`src/rtl/rps_pkg.sv`:
```
`timescale 1ns/1ps
package rps_pkg;
    typedef enum logic [1:0] {
        SMODE_PWM_ON   = 2'd0,
        SMODE_FREE     = 2'd1,
        SMODE_LOW_SIDE = 2'd2,
        SMODE_FREE_ALT = 2'd3
    } smode_e;
endpackage

```
`src/rtl/rps_prescaler.sv`:
```
`timescale 1ns/1ps
module rps_prescaler #(
    parameter int RATE_W     = 2,
    parameter int BASE_SHIFT = 2
) (
    input  logic              clk,
    input  logic              rst_n,
    input  logic              run,
    input  logic [RATE_W-1:0] rate_sel,
    output logic              tick
);
    localparam int DIV_W = BASE_SHIFT + (1 << RATE_W) - 1;

    typedef struct packed {
        logic [DIV_W-1:0] div;
    } pre_t;

    pre_t             s_d, s_q;
    logic [DIV_W-1:0] lim;

    always_comb begin
        lim   = DIV_W'((32'd1 << (BASE_SHIFT + 32'(rate_sel))) - 32'd1);
        tick  = run && (s_q.div >= lim);
        s_d   = s_q;
        if (!run || tick) begin
            s_d.div = '0;
        end else begin
            s_d.div = s_q.div + 1'b1;
        end
    end

    always_ff @(posedge clk or negedge rst_n) begin
        if (!rst_n) begin
            s_q <= '0;
        end else begin
            s_q <= s_d;
        end
    end

    AST_TICK_GAP: assert property (@(posedge clk) disable iff (!rst_n)
        tick |=> !tick) else $error("strobe on adjacent clocks");
endmodule

```
`src/rtl/rps_gate.sv`:
```
`timescale 1ns/1ps
module rps_gate
    import rps_pkg::*;
#(
    parameter int PH    = 3,
    parameter int DLY_W = 4
) (
    input  logic             clk,
    input  logic             rst_n,
    input  logic             en,
    input  logic             run,
    input  logic             load,
    input  logic             tick,
    input  smode_e           mode,
    input  logic [PH-1:0]    pwm_in,
    input  logic [PH-1:0]    low_in,
    input  logic [DLY_W-1:0] delay,
    output logic             samp,
    output logic             pwm_rise,
    output logic             pwm_fall
);
    typedef struct packed {
        logic             pwm_prev;
        logic [DLY_W-1:0] dly;
    } gate_t;

    gate_t s_d, s_q;
    logic  pwm_on;
    logic  gated;
    logic  cond;

    always_comb begin
        pwm_on   = |pwm_in;
        pwm_rise = en && pwm_on && !s_q.pwm_prev;
        pwm_fall = en && !pwm_on && s_q.pwm_prev;
        gated    = (mode == SMODE_PWM_ON) || (mode == SMODE_LOW_SIDE);
        unique case (mode)
            SMODE_PWM_ON:   cond = pwm_on;
            SMODE_LOW_SIDE: cond = |low_in;
            default:        cond = 1'b1;
        endcase
        samp = run && tick && cond && (!gated || ((s_q.dly == '0) && !pwm_rise));

        s_d          = s_q;
        s_d.pwm_prev = en && pwm_on;
        if (!en) begin
            s_d.dly = '0;
        end else if (load || (gated && pwm_rise)) begin
            s_d.dly = delay;
        end else if (run && tick && (s_q.dly != '0)) begin
            s_d.dly = s_q.dly - 1'b1;
        end
    end

    always_ff @(posedge clk or negedge rst_n) begin
        if (!rst_n) begin
            s_q <= '0;
        end else begin
            s_q <= s_d;
        end
    end

    AST_DELAY_LOADED: assert property (@(posedge clk) disable iff (!rst_n)
        (en && (load || (gated && pwm_rise))) |=> (s_q.dly == $past(delay)))
        else $error("skip count not loaded on turn-on");
endmodule

```
`src/rtl/rps_qualify.sv`:
```
`timescale 1ns/1ps
module rps_qualify #(
    parameter int PH    = 3,
    parameter int CNT_W = 3
) (
    input  logic             clk,
    input  logic             rst_n,
    input  logic             clr,
    input  logic             samp,
    input  logic             restart,
    input  logic             unmatch,
    input  logic             single,
    input  logic [CNT_W-1:0] need,
    input  logic [PH-1:0]    pos,
    input  logic [PH-1:0]    ref_pat,
    output logic             det
);
    localparam int RUN_W = CNT_W + 1;

    typedef struct packed {
        logic [RUN_W-1:0] run;
    } qual_t;

    qual_t         s_d, s_q;
    logic [PH-1:0] mask;
    logic          eq;
    logic          hit;

    for (genvar i = 0; i < PH; i++) begin : g_mask
        if (i == 0) begin : g_lead
            assign mask[i] = 1'b1;
        end else begin : g_rest
            assign mask[i] = !single;
        end
    end

    always_comb begin
        eq  = ((pos ^ ref_pat) & mask) == '0;
        hit = unmatch ? !eq : eq;
        det = samp && hit && (s_q.run >= {1'b0, need});

        s_d = s_q;
        if (clr) begin
            s_d.run = '0;
        end else if (samp) begin
            s_d.run = (hit && !det) ? s_q.run + 1'b1 : '0;
        end else if (restart) begin
            s_d.run = '0;
        end
    end

    always_ff @(posedge clk or negedge rst_n) begin
        if (!rst_n) begin
            s_q <= '0;
        end else begin
            s_q <= s_d;
        end
    end

    AST_RUN_BOUND: assert property (@(posedge clk) disable iff (!rst_n)
        s_q.run <= {1'b0, {CNT_W{1'b1}}}) else $error("run count overflow");
endmodule

```
`src/rtl/rotor_pos_sampler.sv`:
```
`timescale 1ns/1ps
module rotor_pos_sampler
    import rps_pkg::*;
#(
    parameter int PH         = 3,
    parameter int RATE_W     = 2,
    parameter int BASE_SHIFT = 2,
    parameter int CNT_W      = 3,
    parameter int DLY_W      = 4
) (
    input  logic              clk,
    input  logic              rst_n,
    input  logic              en,
    input  logic [1:0]        mode,
    input  logic [RATE_W-1:0] rate_sel,
    input  logic [CNT_W-1:0]  need_m1,
    input  logic [DLY_W-1:0]  start_delay,
    input  logic              unmatch_mode,
    input  logic              single_pin,
    input  logic              recount,
    input  logic [PH-1:0]     expect_pat,
    input  logic              sw_start,
    input  logic              sw_stop,
    input  logic              tmr_start_en,
    input  logic              tmr_start_trig,
    input  logic              tmr_stop_en,
    input  logic              tmr_stop_trig,
    input  logic [PH-1:0]     pos_in,
    input  logic [PH-1:0]     pwm_in,
    input  logic [PH-1:0]     low_in,
    output logic              det_pulse,
    output logic              irq,
    output logic              busy,
    output logic [PH-1:0]     snap_pat,
    output logic              hold_rise,
    output logic              hold_fall
);
    typedef struct packed {
        logic          busy;
        logic          stop_pend;
        logic [PH-1:0] snap;
        logic          seen;
        logic          hold_rise;
        logic          hold_fall;
        logic          det;
        logic          irq;
    } ctrl_t;

    ctrl_t         c_d, c_q;
    smode_e        mode_e;
    logic          tick;
    logic          samp;
    logic          pwm_rise;
    logic          pwm_fall;
    logic          det_s;
    logic          start_req;
    logic          stop_req;
    logic          start;
    logic          restart;
    logic          q_clr;
    logic [PH-1:0] ref_pat;

    assign mode_e    = smode_e'(mode);
    assign start_req = sw_start || (tmr_start_en && tmr_start_trig);
    assign stop_req  = sw_stop || (tmr_stop_en && tmr_stop_trig);
    assign start     = en && !c_q.busy && start_req;
    assign restart   = recount && (mode_e == SMODE_PWM_ON) && pwm_fall;
    assign q_clr     = start || !c_q.busy || !en;
    assign ref_pat   = unmatch_mode ? c_q.snap : expect_pat;

    rps_prescaler #(
        .RATE_W    (RATE_W),
        .BASE_SHIFT(BASE_SHIFT)
    ) u_pre (
        .clk     (clk),
        .rst_n   (rst_n),
        .run     (c_q.busy),
        .rate_sel(rate_sel),
        .tick    (tick)
    );

    rps_gate #(
        .PH   (PH),
        .DLY_W(DLY_W)
    ) u_gate (
        .clk     (clk),
        .rst_n   (rst_n),
        .en      (en),
        .run     (c_q.busy),
        .load    (start),
        .tick    (tick),
        .mode    (mode_e),
        .pwm_in  (pwm_in),
        .low_in  (low_in),
        .delay   (start_delay),
        .samp    (samp),
        .pwm_rise(pwm_rise),
        .pwm_fall(pwm_fall)
    );

    rps_qualify #(
        .PH   (PH),
        .CNT_W(CNT_W)
    ) u_qual (
        .clk    (clk),
        .rst_n  (rst_n),
        .clr    (q_clr),
        .samp   (samp),
        .restart(restart),
        .unmatch(unmatch_mode),
        .single (single_pin),
        .need   (need_m1),
        .pos    (pos_in),
        .ref_pat(ref_pat),
        .det    (det_s)
    );

    always_comb begin
        c_d     = c_q;
        c_d.det = det_s;
        c_d.irq = det_s;
        if (pwm_rise) begin
            c_d.hold_rise = c_q.seen;
        end
        if (pwm_fall) begin
            c_d.hold_fall = c_q.seen;
        end
        if (c_q.busy && stop_req) begin
            c_d.stop_pend = 1'b1;
        end
        if (det_s) begin
            c_d.seen = 1'b1;
            if (c_q.stop_pend || stop_req) begin
                c_d.busy      = 1'b0;
                c_d.stop_pend = 1'b0;
            end
        end
        if (start) begin
            c_d.busy      = 1'b1;
            c_d.stop_pend = 1'b0;
            c_d.snap      = pos_in;
            c_d.seen      = 1'b0;
            c_d.hold_rise = 1'b0;
            c_d.hold_fall = 1'b0;
        end
        if (!en) begin
            c_d = '0;
        end
    end

    always_ff @(posedge clk or negedge rst_n) begin
        if (!rst_n) begin
            c_q <= '0;
        end else begin
            c_q <= c_d;
        end
    end

    assign det_pulse = c_q.det;
    assign irq       = c_q.irq;
    assign busy      = c_q.busy;
    assign snap_pat  = c_q.snap;
    assign hold_rise = c_q.hold_rise;
    assign hold_fall = c_q.hold_fall;

    AST_DET_WHILE_BUSY: assert property (@(posedge clk) disable iff (!rst_n)
        det_pulse |-> $past(c_q.busy)) else $error("detection while idle");
    AST_STOP_AT_DET: assert property (@(posedge clk) disable iff (!rst_n)
        ($fell(c_q.busy) && $past(en)) |-> det_pulse) else $error("stopped without detection");
    AST_SNAP_HELD: assert property (@(posedge clk) disable iff (!rst_n)
        (c_q.busy && $past(c_q.busy)) |-> $stable(c_q.snap)) else $error("snapshot changed while busy");
    AST_HOLD_CLEAR_ON_START: assert property (@(posedge clk) disable iff (!rst_n)
        $rose(c_q.busy) |-> (!hold_rise && !hold_fall)) else $error("holds not cleared at start");
endmodule

```
`config.mk`:
```
export PLATFORM = sky130hd
export DESIGN_NAME = rotor_pos_sampler
export DESIGN_NICKNAME = d
export VERILOG_FILES = /design/src/rtl/rps_pkg.sv /design/src/rtl/rps_prescaler.sv /design/src/rtl/rps_gate.sv /design/src/rtl/rps_qualify.sv /design/src/rtl/rotor_pos_sampler.sv
export SDC_FILE = /design/constraint.sdc
export NUM_CORES = 1
export LEC_CHECK = 0
export ABC_CLOCK_PERIOD_IN_PS = 2200
export BUFFER_PORTS_ARGS = -buffer_cell sky130_fd_sc_hd__clkbuf_2
export CAP_MARGIN = 40
export CORE_MARGIN = 2
export CORE_UTILIZATION = 46
export DETAILED_ROUTE_END_ITERATION = 16
export GPL_TIMING_DRIVEN = 0
export PLACE_DENSITY = 0.72
export SLEW_MARGIN = 25
export SYNTH_ARGS = -nofsm -noshare
export SYNTH_HDL_FRONTEND = slang
export SYNTH_SLANG_ARGS = --single-unit
```
`constraint.sdc`:
```
create_clock -name clk -period 2.2 [get_ports clk]
set_input_delay 0.22 -clock clk [delete_from_list [all_inputs] [get_ports clk]]
set_output_delay 0.22 -clock clk [all_outputs]
set_load 0.03 [all_outputs]
```
Yosys cells after proc, flatten, opt, wreduce, memory -nomap -nowiden

Index checks and enable logic that the tools add are counted.

Flip-flop bits (word level): 24
Output and inout port bits: 8
Logic and storage cells: 95

$add $sub $neg: 5
Order comparisons: 2
Equal/unequal tests: 7
Shift operators: 1
Multiplexer cells: 19
Bitwise logic cells: 2
Reductions and logical operators: 47

Operator list:

| cell                   | count |
|---|---|
| $shl A1 B32 Y5 const A | 1 |
| $mux W4                | 7 |
| $logic_and A1 B1 Y1    | 21 |
| $ne A3 B1 Y1 const B   | 5 |
| $mux W10               | 1 |
| $logic_not A1 Y1       | 9 |
| $logic_or A1 B1 Y1     | 9 |
| $mux W8                | 1 |
| $reduce_or A3 Y1       | 2 |
| $add A5 B1 Y5 const B  | 1 |
| $ge A5 B5 Y1           | 1 |
| $mux W1                | 5 |
| $mux W5                | 1 |
| $sub A5 B1 Y5 const B  | 1 |
| $add A4 B1 Y4 const B  | 1 |
| $ge A4 B3 Y1           | 1 |
| $logic_not A4 Y1       | 1 |
| $mux W2                | 2 |
| $reduce_bool A4 Y1     | 1 |
| $sub A4 B1 Y4 const B  | 1 |
| $add A2 B2 Y3 const A  | 1 |
| $and A3 B3 Y3          | 1 |
| $logic_not A3 Y1       | 1 |
| $mux W3                | 1 |
| other kinds (7)        | 7 |

Logic depth before layout (Yosys ltp)

Gate-level depths: netlist of the first run.

Word-level depth: 15
Depth in mapped cells: 8

Cells and area by module

From an unflattened synthesis of the first run, not the netlist that was laid out.

Cells, all modules: 156
Area, all modules: 1520.2 um^2

Modules (own cells, without submodules):

| module            | instances | cells each | area each (um^2) | sequential area each (um^2) |
|---|---|---|---|---|
| rotor_pos_sampler | 1         | 42         | 460.4            | 225.2 |
| rps_qualify       | 1         | 41         | 367.9            | 100.1 |
| rps_gate          | 1         | 41         | 366.6            | 125.1 |
| rps_prescaler     | 1         | 32         | 325.3            | 125.1 |

Worst setup path after synthesis of the first run

Ideal clock, no wire load.

Path kind: reg-to-reg
From: register u_gate.s_q[0] (netlist bit)
To: register c_q[8] (netlist bit)
Library setup time: 136 ps
Data arrival time: 1846 ps
Data required time: 2064 ps
Slack: 218 ps
Cell stages (with the launch flop): 9
Buffers on the path: 0
Clock period less this slack: 1982 ps
Cells stage by stage: dfrtp_1 > inv_1 > ha_1 > or3b_4 > nor3_2 > o21bai_2 > nor4_4 > and2_4 > nor3_1

RTL lines:

| item                     | RTL line                 | source |
|---|---|---|
| start: declaration       | rps_gate.sv:27           | `gate_t s_d, s_q;` |
| start signal: assignment | rps_gate.sv:57           | `s_q <= '0;` |
| start signal: assignment | rps_gate.sv:59           | `s_q <= s_d;` |
| end signal: assignment   | rotor_pos_sampler.sv:153 | `c_q <= '0;` |
| end signal: assignment   | rotor_pos_sampler.sv:155 | `c_q <= c_d;` |
| end: declaration         | rotor_pos_sampler.sv:49  | `ctrl_t c_d, c_q;` |

==> run_results.csv, run 1 <==
group,metric,value,unit
pwr,leakage,0.9126,nW
worst_setup_path,crit_type,"reg -> reg",
worst_setup_path,crit_fanout,7,
pwr,ir_worst_vdd,290.0,uV
drt,via_per_inst,5.099,
place,globalplace.congestion,0.8658,
layout,nNetsFinal,257,
clock_network,clock_sinks,23,
timing,setup_viol,0,
synthesis,ys_ff_latch,23,
place,dp_slack,0.004085,ns
clock_network,cts_tree,"built",
drt,routed_wl,3.098,mm
layout,fin_util,59.09,%
timing,slew_headroom,58.79,%
timing,clock_skew,0.004421,ns
global_routing,overflow,0,
pwr,seq_power_share,50.9,%
job,max_cap_viol_count,0,
global_routing,grt_pass1_wl,5.388,mm
global_routing,grt_usage,19.27,%
floorplan,io_pins,43,
synthesis,yosysWarnings,0,
floorplan,die_h,60.37,um
pwr,swShare,33.15,%
synthesis,ys_seq_area_share,39.38,%
worst_setup_path,critPathSlowestCell,"dfrtp_1",
timing,fmax,0.4897,GHz
pwr,power_frac_comb,28.6,%
global_routing,antenna_found_initial,0,
floorplan,start_util,48.26,%
synthesis,netlist_area,1461,um2
pwr,power_density,534.7,nW/um2
worst_setup_path,cp.arrival,2.23,ns
place,numPortBuffers,42,
timing,worstMarginPinSlew,0.6147,ns
timing,final.setup.worst_slack,0.1579,ns
global_routing,grt_start_max_net_pins,24,
worst_setup_path,required,2.38,ns
worst_setup_path,slowest_delay,0.41,ns
clock_network,htreeDepth,1,
synthesis,synth_edf_count,0,
pwr,switchingPower,317.1,uW
timing,grt_setup_unrepaired,"true",
worst_setup_path,critPathLaunchType,"flip-flop",
drt,route.detailed.drc,0,
floorplan,core-area,3028,um2
timing,fin_tns_setup,0,ns
clock_network,clk_path_buf_depth,2,
timing,slew_viol_final,0,
synthesis,yosysUniqueCellTypes,36,
drt,drt-pass1-iter-count,4,
layout,syn2layout_area_growth,22.43,%
pwr,internal_power,639.6,uW
timing,fin_crit,2.042,ns
worst_setup_path,crit_path_cell_trace,"inv_2 > ha_1 > or3b_4 > nor3_4 > o21bai_2 > nor4_4 > buf_4 > and2_4 > nor3_1",
timing,period_share,92.82,%
drt,vias,1290,
floorplan,die-width,60.37,um
global_routing,grt_pass1_vias,1341,
synthesis,syn-num-nets,207,
synthesis,ys.flop_type,"dfrtp_1",
floorplan,rows,20,
drt,drtIter0Drc,25,
layout,drive_gt1_share,31.10,%
drt,ant_nets,0,
synthesis,async_reset_ff_share,100.0,%
clock_network,clk_pin_slew,0.13,ns
pwr,pwr-share-clk,20.5,%
timing,hold_viol,0,
worst_setup_path,crit_path_end_kind,"flip-flop",
clock_network,clockRootBuffer,"clkbuf_4",
floorplan,dieArea,3644,um2
synthesis,synth.avg_cell_area,9.134,um2
clock_network,cts_inserted_buffers,3,
worst_hold_path,min_path_type,"in -> reg",
synthesis,postSynthCellCount,160,
clock_network,clkLatencyLatePin,0.30,ns
place,dp_hpwl,2.567,mm
outcome,status,"finished clean",
layout,antenna_cells,0,
drt,wl_per_cell,12.25,um
-- power by group through the flow --
stage | logic [mW] | clock network, mW | registers [mW]
2_1_floorplan | 0.168 | 0 | 0.496
3_3_place_gp | 0.254 | 0 | 0.494
3_5_place_dp | 0.268 | 0 | 0.494
4_1_cts | 0.269 | 0.200 | 0.487
5_1_grt | 0.311 | 0.222 | 0.493
6_report | 0.273 | 0.197 | 0.487
-- cells in the final DEF, fill, tap and decap left out, types with 3 or more instances in the layout --
master / instances
a21oi_1: 10
buf_4: 6
clkbuf_2: 42
clkbuf_4: 3
dfrtp_1: 23
ha_1: 12
inv_1: 7
inv_2: 3
mux2i_1: 5
nand2_1: 16
nand3_1: 7
nor2_1: 19
nor2b_1: 3
o21ai_0: 11
xnor2_1: 6
-- synthesized netlist by cell type, types with 2 or more instances --
cell	instances	area share (%)
xnor2_1	6	3.6
o211ai_1	2	1.0
nand2_1	16	4.1
nor3_2	3	2.1
nor2b_1	3	1.3
nand3_1	7	2.4
mux2i_1	5	3.4
buf_4	4	2.1
xor2_1	2	1.2
a41oi_1	2	1.2
o21ai_0	12	4.1
nor4_1	2	0.86
a211oi_1	2	1.0
nor2_1	19	4.9
nor3_1	2	0.68
a21o_1	2	1.0
ha_1	12	10
dfrtp_1	23	39
a21oi_1	10	3.4
and3_1	2	0.86
inv_1	9	2.3
-- cell type report --
cell class	instances	area, um2
Sequential cell	23	575.6
Timing Repair Buffer	45	235.2
Multi-Input combinational cell	122	824.5
Clock buffer	3	22.52
Clock inverter	1	5.005
Buffer	5	33.78
Tap cell	44	55.05
Inverter	10	37.54
Fill cell	273	1239
-- logic make-up (layout without fill, tap and decap cells) --
group	Yosys count	after routing	synth area share (%)
DFF	23	23	39.38
adders and majority gates	12	12	10.27
other	1	1	0.2566
buffers and inverters	15	64	4.880
AOI/OAI and AO/OA	35	35	14.55
xor gates and xnor gates	8	8	4.795
and+or+nand+nor	61	61	22.43
muxes	5	5	3.425
-- final timing paths --
| kind | startpoint | end | slack (ns) | depth (start not counted) |
|---|---|---|---|---|
| max | u_gate.s_q[1] | c_q[8] | 0.16 | 9 |
| min | start_delay[1] | u_gate.s_q[1] | 0.14 | 3 |
| max reg2reg | u_gate.s_q[1] | c_q[8] | 0.16 | 9 |
| min in group asynchronous | rst_n | u_gate.s_q[3] | 0.42 | 2 |
| max in group asynchronous | rst_n | snap_pat[2] | 1.40 | 2 |
| min reg2reg | u_pre.s_q[0] | u_pre.s_q[0] | 0.53 | 1 |
-- state kept, by name, indices dropped and copies added (netlist names) --
name / flops
hold_fall: 1
u_pre.s_q: 5
snap_pat: 3
hold_rise: 1
u_qual.s_q: 4
det_pulse: 1
busy: 1
c_q: 2
u_gate.s_q: 5
-- repair_timing --
item / CTS / global route
hold buffers: 1 / 0
setup endpoints to repair: 2 / 5
hold endpoints to repair: 23 / 0
setup buffers: 0 / 2
gates resized for setup: 0 / 5
pin swaps: 1 / 3
-- metrics by stage --
stage / instance area (um2) / cells / hold slack [ns] / total power [mW]
6_report: 1789 / 253 / 0.1364 / 0.9567
5_1_grt: 1789 / 253 / 0.1416 / 1.027
4_1_cts: 1764 / 251 / 0.1360 / 0.9562
3_5_place_dp: 1727 / 246 / 0.2426 / 0.7628
3_3_place_gp: 1727 / 246 / 0.2468 / 0.7475
2_1_floorplan: 1461 / 160 / -0.07559 / 0.6644
-- layer usage --
| metal | vias to the layer above | share of wire (%) | global-route usage (%) |
|---|---|---|---|
| li1 | 650 | - | - |
| met1 | 617 | 42 | 22.73 |
| met2 | 21 | 54 | 36.80 |
| met3 | 2 | 3.5 | 2.772 |
| met4 | 0 | 0.39 | 4.127 |
| met5 | - | 0 | 0 |
-- worst max-delay path: cells and delay by family (launching register included) --
family	cells	cell delay [ns]
DFF	1	0.41
and+or+nand+nor	5	0.99
adders and majority gates	1	0.15
AOI/OAI and AO/OA	1	0.12
buffers and inverters	2	0.27
No activity file was read; power rests on OpenSTA's default activity.
==> run 2, diff against run 1 <==
--- a/config.mk
+++ b/config.mk
@@ -6,7 +6,7 @@
 export NUM_CORES = 1
 export LEC_CHECK = 0
 export ABC_CLOCK_PERIOD_IN_PS = 2200
-export BUFFER_PORTS_ARGS = -buffer_cell sky130_fd_sc_hd__clkbuf_2
+export BUFFER_PORTS_ARGS = -buffer_cell sky130_fd_sc_hd__buf_2
 export CAP_MARGIN = 40
 export CORE_MARGIN = 2
 export CORE_UTILIZATION = 46
==> run_results.csv, run 2 (synthesized netlist as in run 1, its figures left out) <==
group,metric,value,unit
global_routing,grt_start_max_net_pins,24,
global_routing,grt_pass1_wl,5.375,mm
pwr,pwr-share-clk,20.2,%
worst_hold_path,min_path_type,"in -> reg",
floorplan,die-width,60.37,um
layout,nNetsFinal,258,
timing,worstMarginPinSlew,0.6061,ns
layout,multiInputGateArea,827.0,um2
worst_setup_path,critPathLaunchType,"flip-flop",
timing,grt_setup_unrepaired,"true",
timing,slew_viol_final,0,
worst_setup_path,cp.arrival,2.33,ns
timing,setup_viol,0,
floorplan,core-area,3028,um2
clock_network,htreeDepth,1,
place,dp_cells,246,
drt,maxUsedRoutingLayer,"met4",
drt,wl_met2,1.848,mm
drt,wl_met1,1.313,mm
pwr,ir_worst_vdd,254.5,uV
clock_network,cts_tree,"built",
worst_hold_path,holdPathStages,3,
floorplan,die_h,60.37,um
worst_setup_path,crit_buf_inv,2,
drt,route.detailed.drc,0,
drt,ant_nets,0,
timing,fmax,0.4656,GHz
floorplan,io_pins,43,
worst_setup_path,required,2.38,ns
floorplan,dieArea,3644,um2
layout,drive_gt1_share,30.95,%
worst_setup_path,crit_type,"reg -> reg",
drt,routed_wl,3.281,mm
pwr,seq_power_share,51.0,%
pwr,p_total,959.7,uW
layout,final_common_cell,"buf_2",
layout,final_cells,254,
outcome,status,"finished clean",
clock_network,clk_path_buf_depth,2,
worst_setup_path,crit_cells,9,
clock_network,clockRootBuffer,"clkbuf_4",
layout,reg_top3,"u_gate.s_q: 5 flops, u_pre.s_q: 5 flops, u_qual.s_q: 4 flops",
pwr,internal_power,645.6,uW
timing,slew_headroom,59.37,%
timing,hold_viol,0,
drt,vias,1327,
job,max_cap_viol_count,0,
worst_setup_path,crit_fanout,7,
layout,antenna_cells,0,
clock_network,clock_sinks,23,
worst_setup_path,reg2reg_depth,9,
drt,drtIter0Drc,50,
clock_network,cts_inserted_buffers,3,
pwr,swShare,32.72,%
pwr,leakage,0.9126,nW
worst_setup_path,crit_path_end_kind,"flip-flop",
layout,regArea,575.6,um2
place,numPortBuffers,42,
global_routing,grt_pass1_vias,1370,
clock_network,clk_pin_slew,0.13,ns
drt,drt-pass1-iter-count,4,
timing,fin_crit,2.148,ns
global_routing,grt_usage,19.66,%
worst_setup_path,crit_path_cell_trace,"inv_2 > ha_1 > or3b_4 > nor3_4 > o21bai_2 > nor4_4 > buf_4 > and2_4 > nor3_1",
drt,wl_per_cell,12.92,um
place,dp_hpwl,2.641,mm
timing,period_share,97.62,%
floorplan,rows,20,
global_routing,antenna_found_initial,0,
worst_setup_path,critPathTopFamily,"simple AND/OR/NAND/NOR gates",
place,globalplace.congestion,0.8651,
layout,syn2layout_area_growth,23.03,%
drt,via_per_inst,5.224,
clock_network,clkLatencyLatePin,0.31,ns
pwr,power_frac_comb,28.8,%
layout,nFillCells,295,
floorplan,start_util,48.26,%
worst_setup_path,slowest_delay,0.44,ns
pwr,power_density,533.8,nW/um2
worst_setup_path,critPathSlowestCell,"dfrtp_1",
timing,clock_skew,0.008378,ns
drt,wl_met3,102,um
layout,layout_common_cells,"buf_2, dfrtp_1, nor2_1",
pwr,switchingPower,314.0,uW
global_routing,overflow,0,
## run 2: cell count changes in the layout (fill, tap and decap cells not counted), sizes merged
cell / delta
clkinv: -1
clkbuf: -41
buf: +43
## run 2: power by group through the flow
stage	combinational (mW)	clock (mW)	sequential [mW]
after floorplan	0.168	0	0.496
after global placement	0.254	0	0.494
after detailed placement	0.268	0	0.496
after CTS	0.270	0.200	0.488
after global routing	0.310	0.218	0.494
final	0.276	0.194	0.489
## run 2: path summary, 6_finish.rpt
path	from	endpoint	slack, ns
hold reg to reg	u_pre.s_q[0]	u_pre.s_q[0]	0.53
hold / removal	pos_in[2]	snap_pat[2]	0.14
min in group asynchronous	rst_n	u_gate.s_q[3]	0.40
setup reg to reg	u_gate.s_q[0]	c_q[8]	0.05
setup / recovery	u_gate.s_q[0]	c_q[8]	0.05
max in group asynchronous	rst_n	snap_pat[2]	1.45
## run 2: routing by layer
metal	vias to the layer above	global-route usage [%]
li1	654	-
met1	646	20.95
met2	25	38.35
met3	2	2.985
met4	0	7.619
met5	-	0
## run 2: tightest hold or removal path, stage by stage
cell,delay [ns]
buf_2,0.10
nand2_1,0.04
o21ai_0,0.05
## run 2: cell type report
type | instances | area share [%]
multi-input combinational | 122 | 46.00
tap | 44 | 3.062
clock buffer | 4 | 1.461
timing repair buffer | 46 | 13.50
inverter | 10 | 2.088
sequential | 23 | 32.01
buffer | 5 | 1.879
## run 2: stage by stage
step | setup slack, ns | instance area, um2 | util [%] | setup TNS (ns) | hold slack (ns)
final | 0.05227 | 1798 | 59.38 | 0 | 0.1425
after global placement | 0.07785 | 1727 | 57.02 | 0 | 0.2269
after CTS | 0.04986 | 1763 | 58.22 | 0 | 0.1342
after floorplan | 0.2181 | 1461 | - | 0 | -0.07559
after detailed placement | 0.001325 | 1727 | 57.02 | 0 | 0.2253
after global routing | -0.04361 | 1798 | 59.38 | -0.06088 | 0.1501
## run 2: what timing repair did
| item | 4_1_cts | 5_1_grt |
|---|---|---|
| resized for setup | 0 | 5 |
| pin swaps | 1 | 2 |
| setup endpoints to repair | 2 | 6 |
| hold buffers | 1 | 0 |
| endpoints found under the hold margin | 23 | 0 |
| cloned | 0 | 0 |
| setup buffers | 0 | 3 |
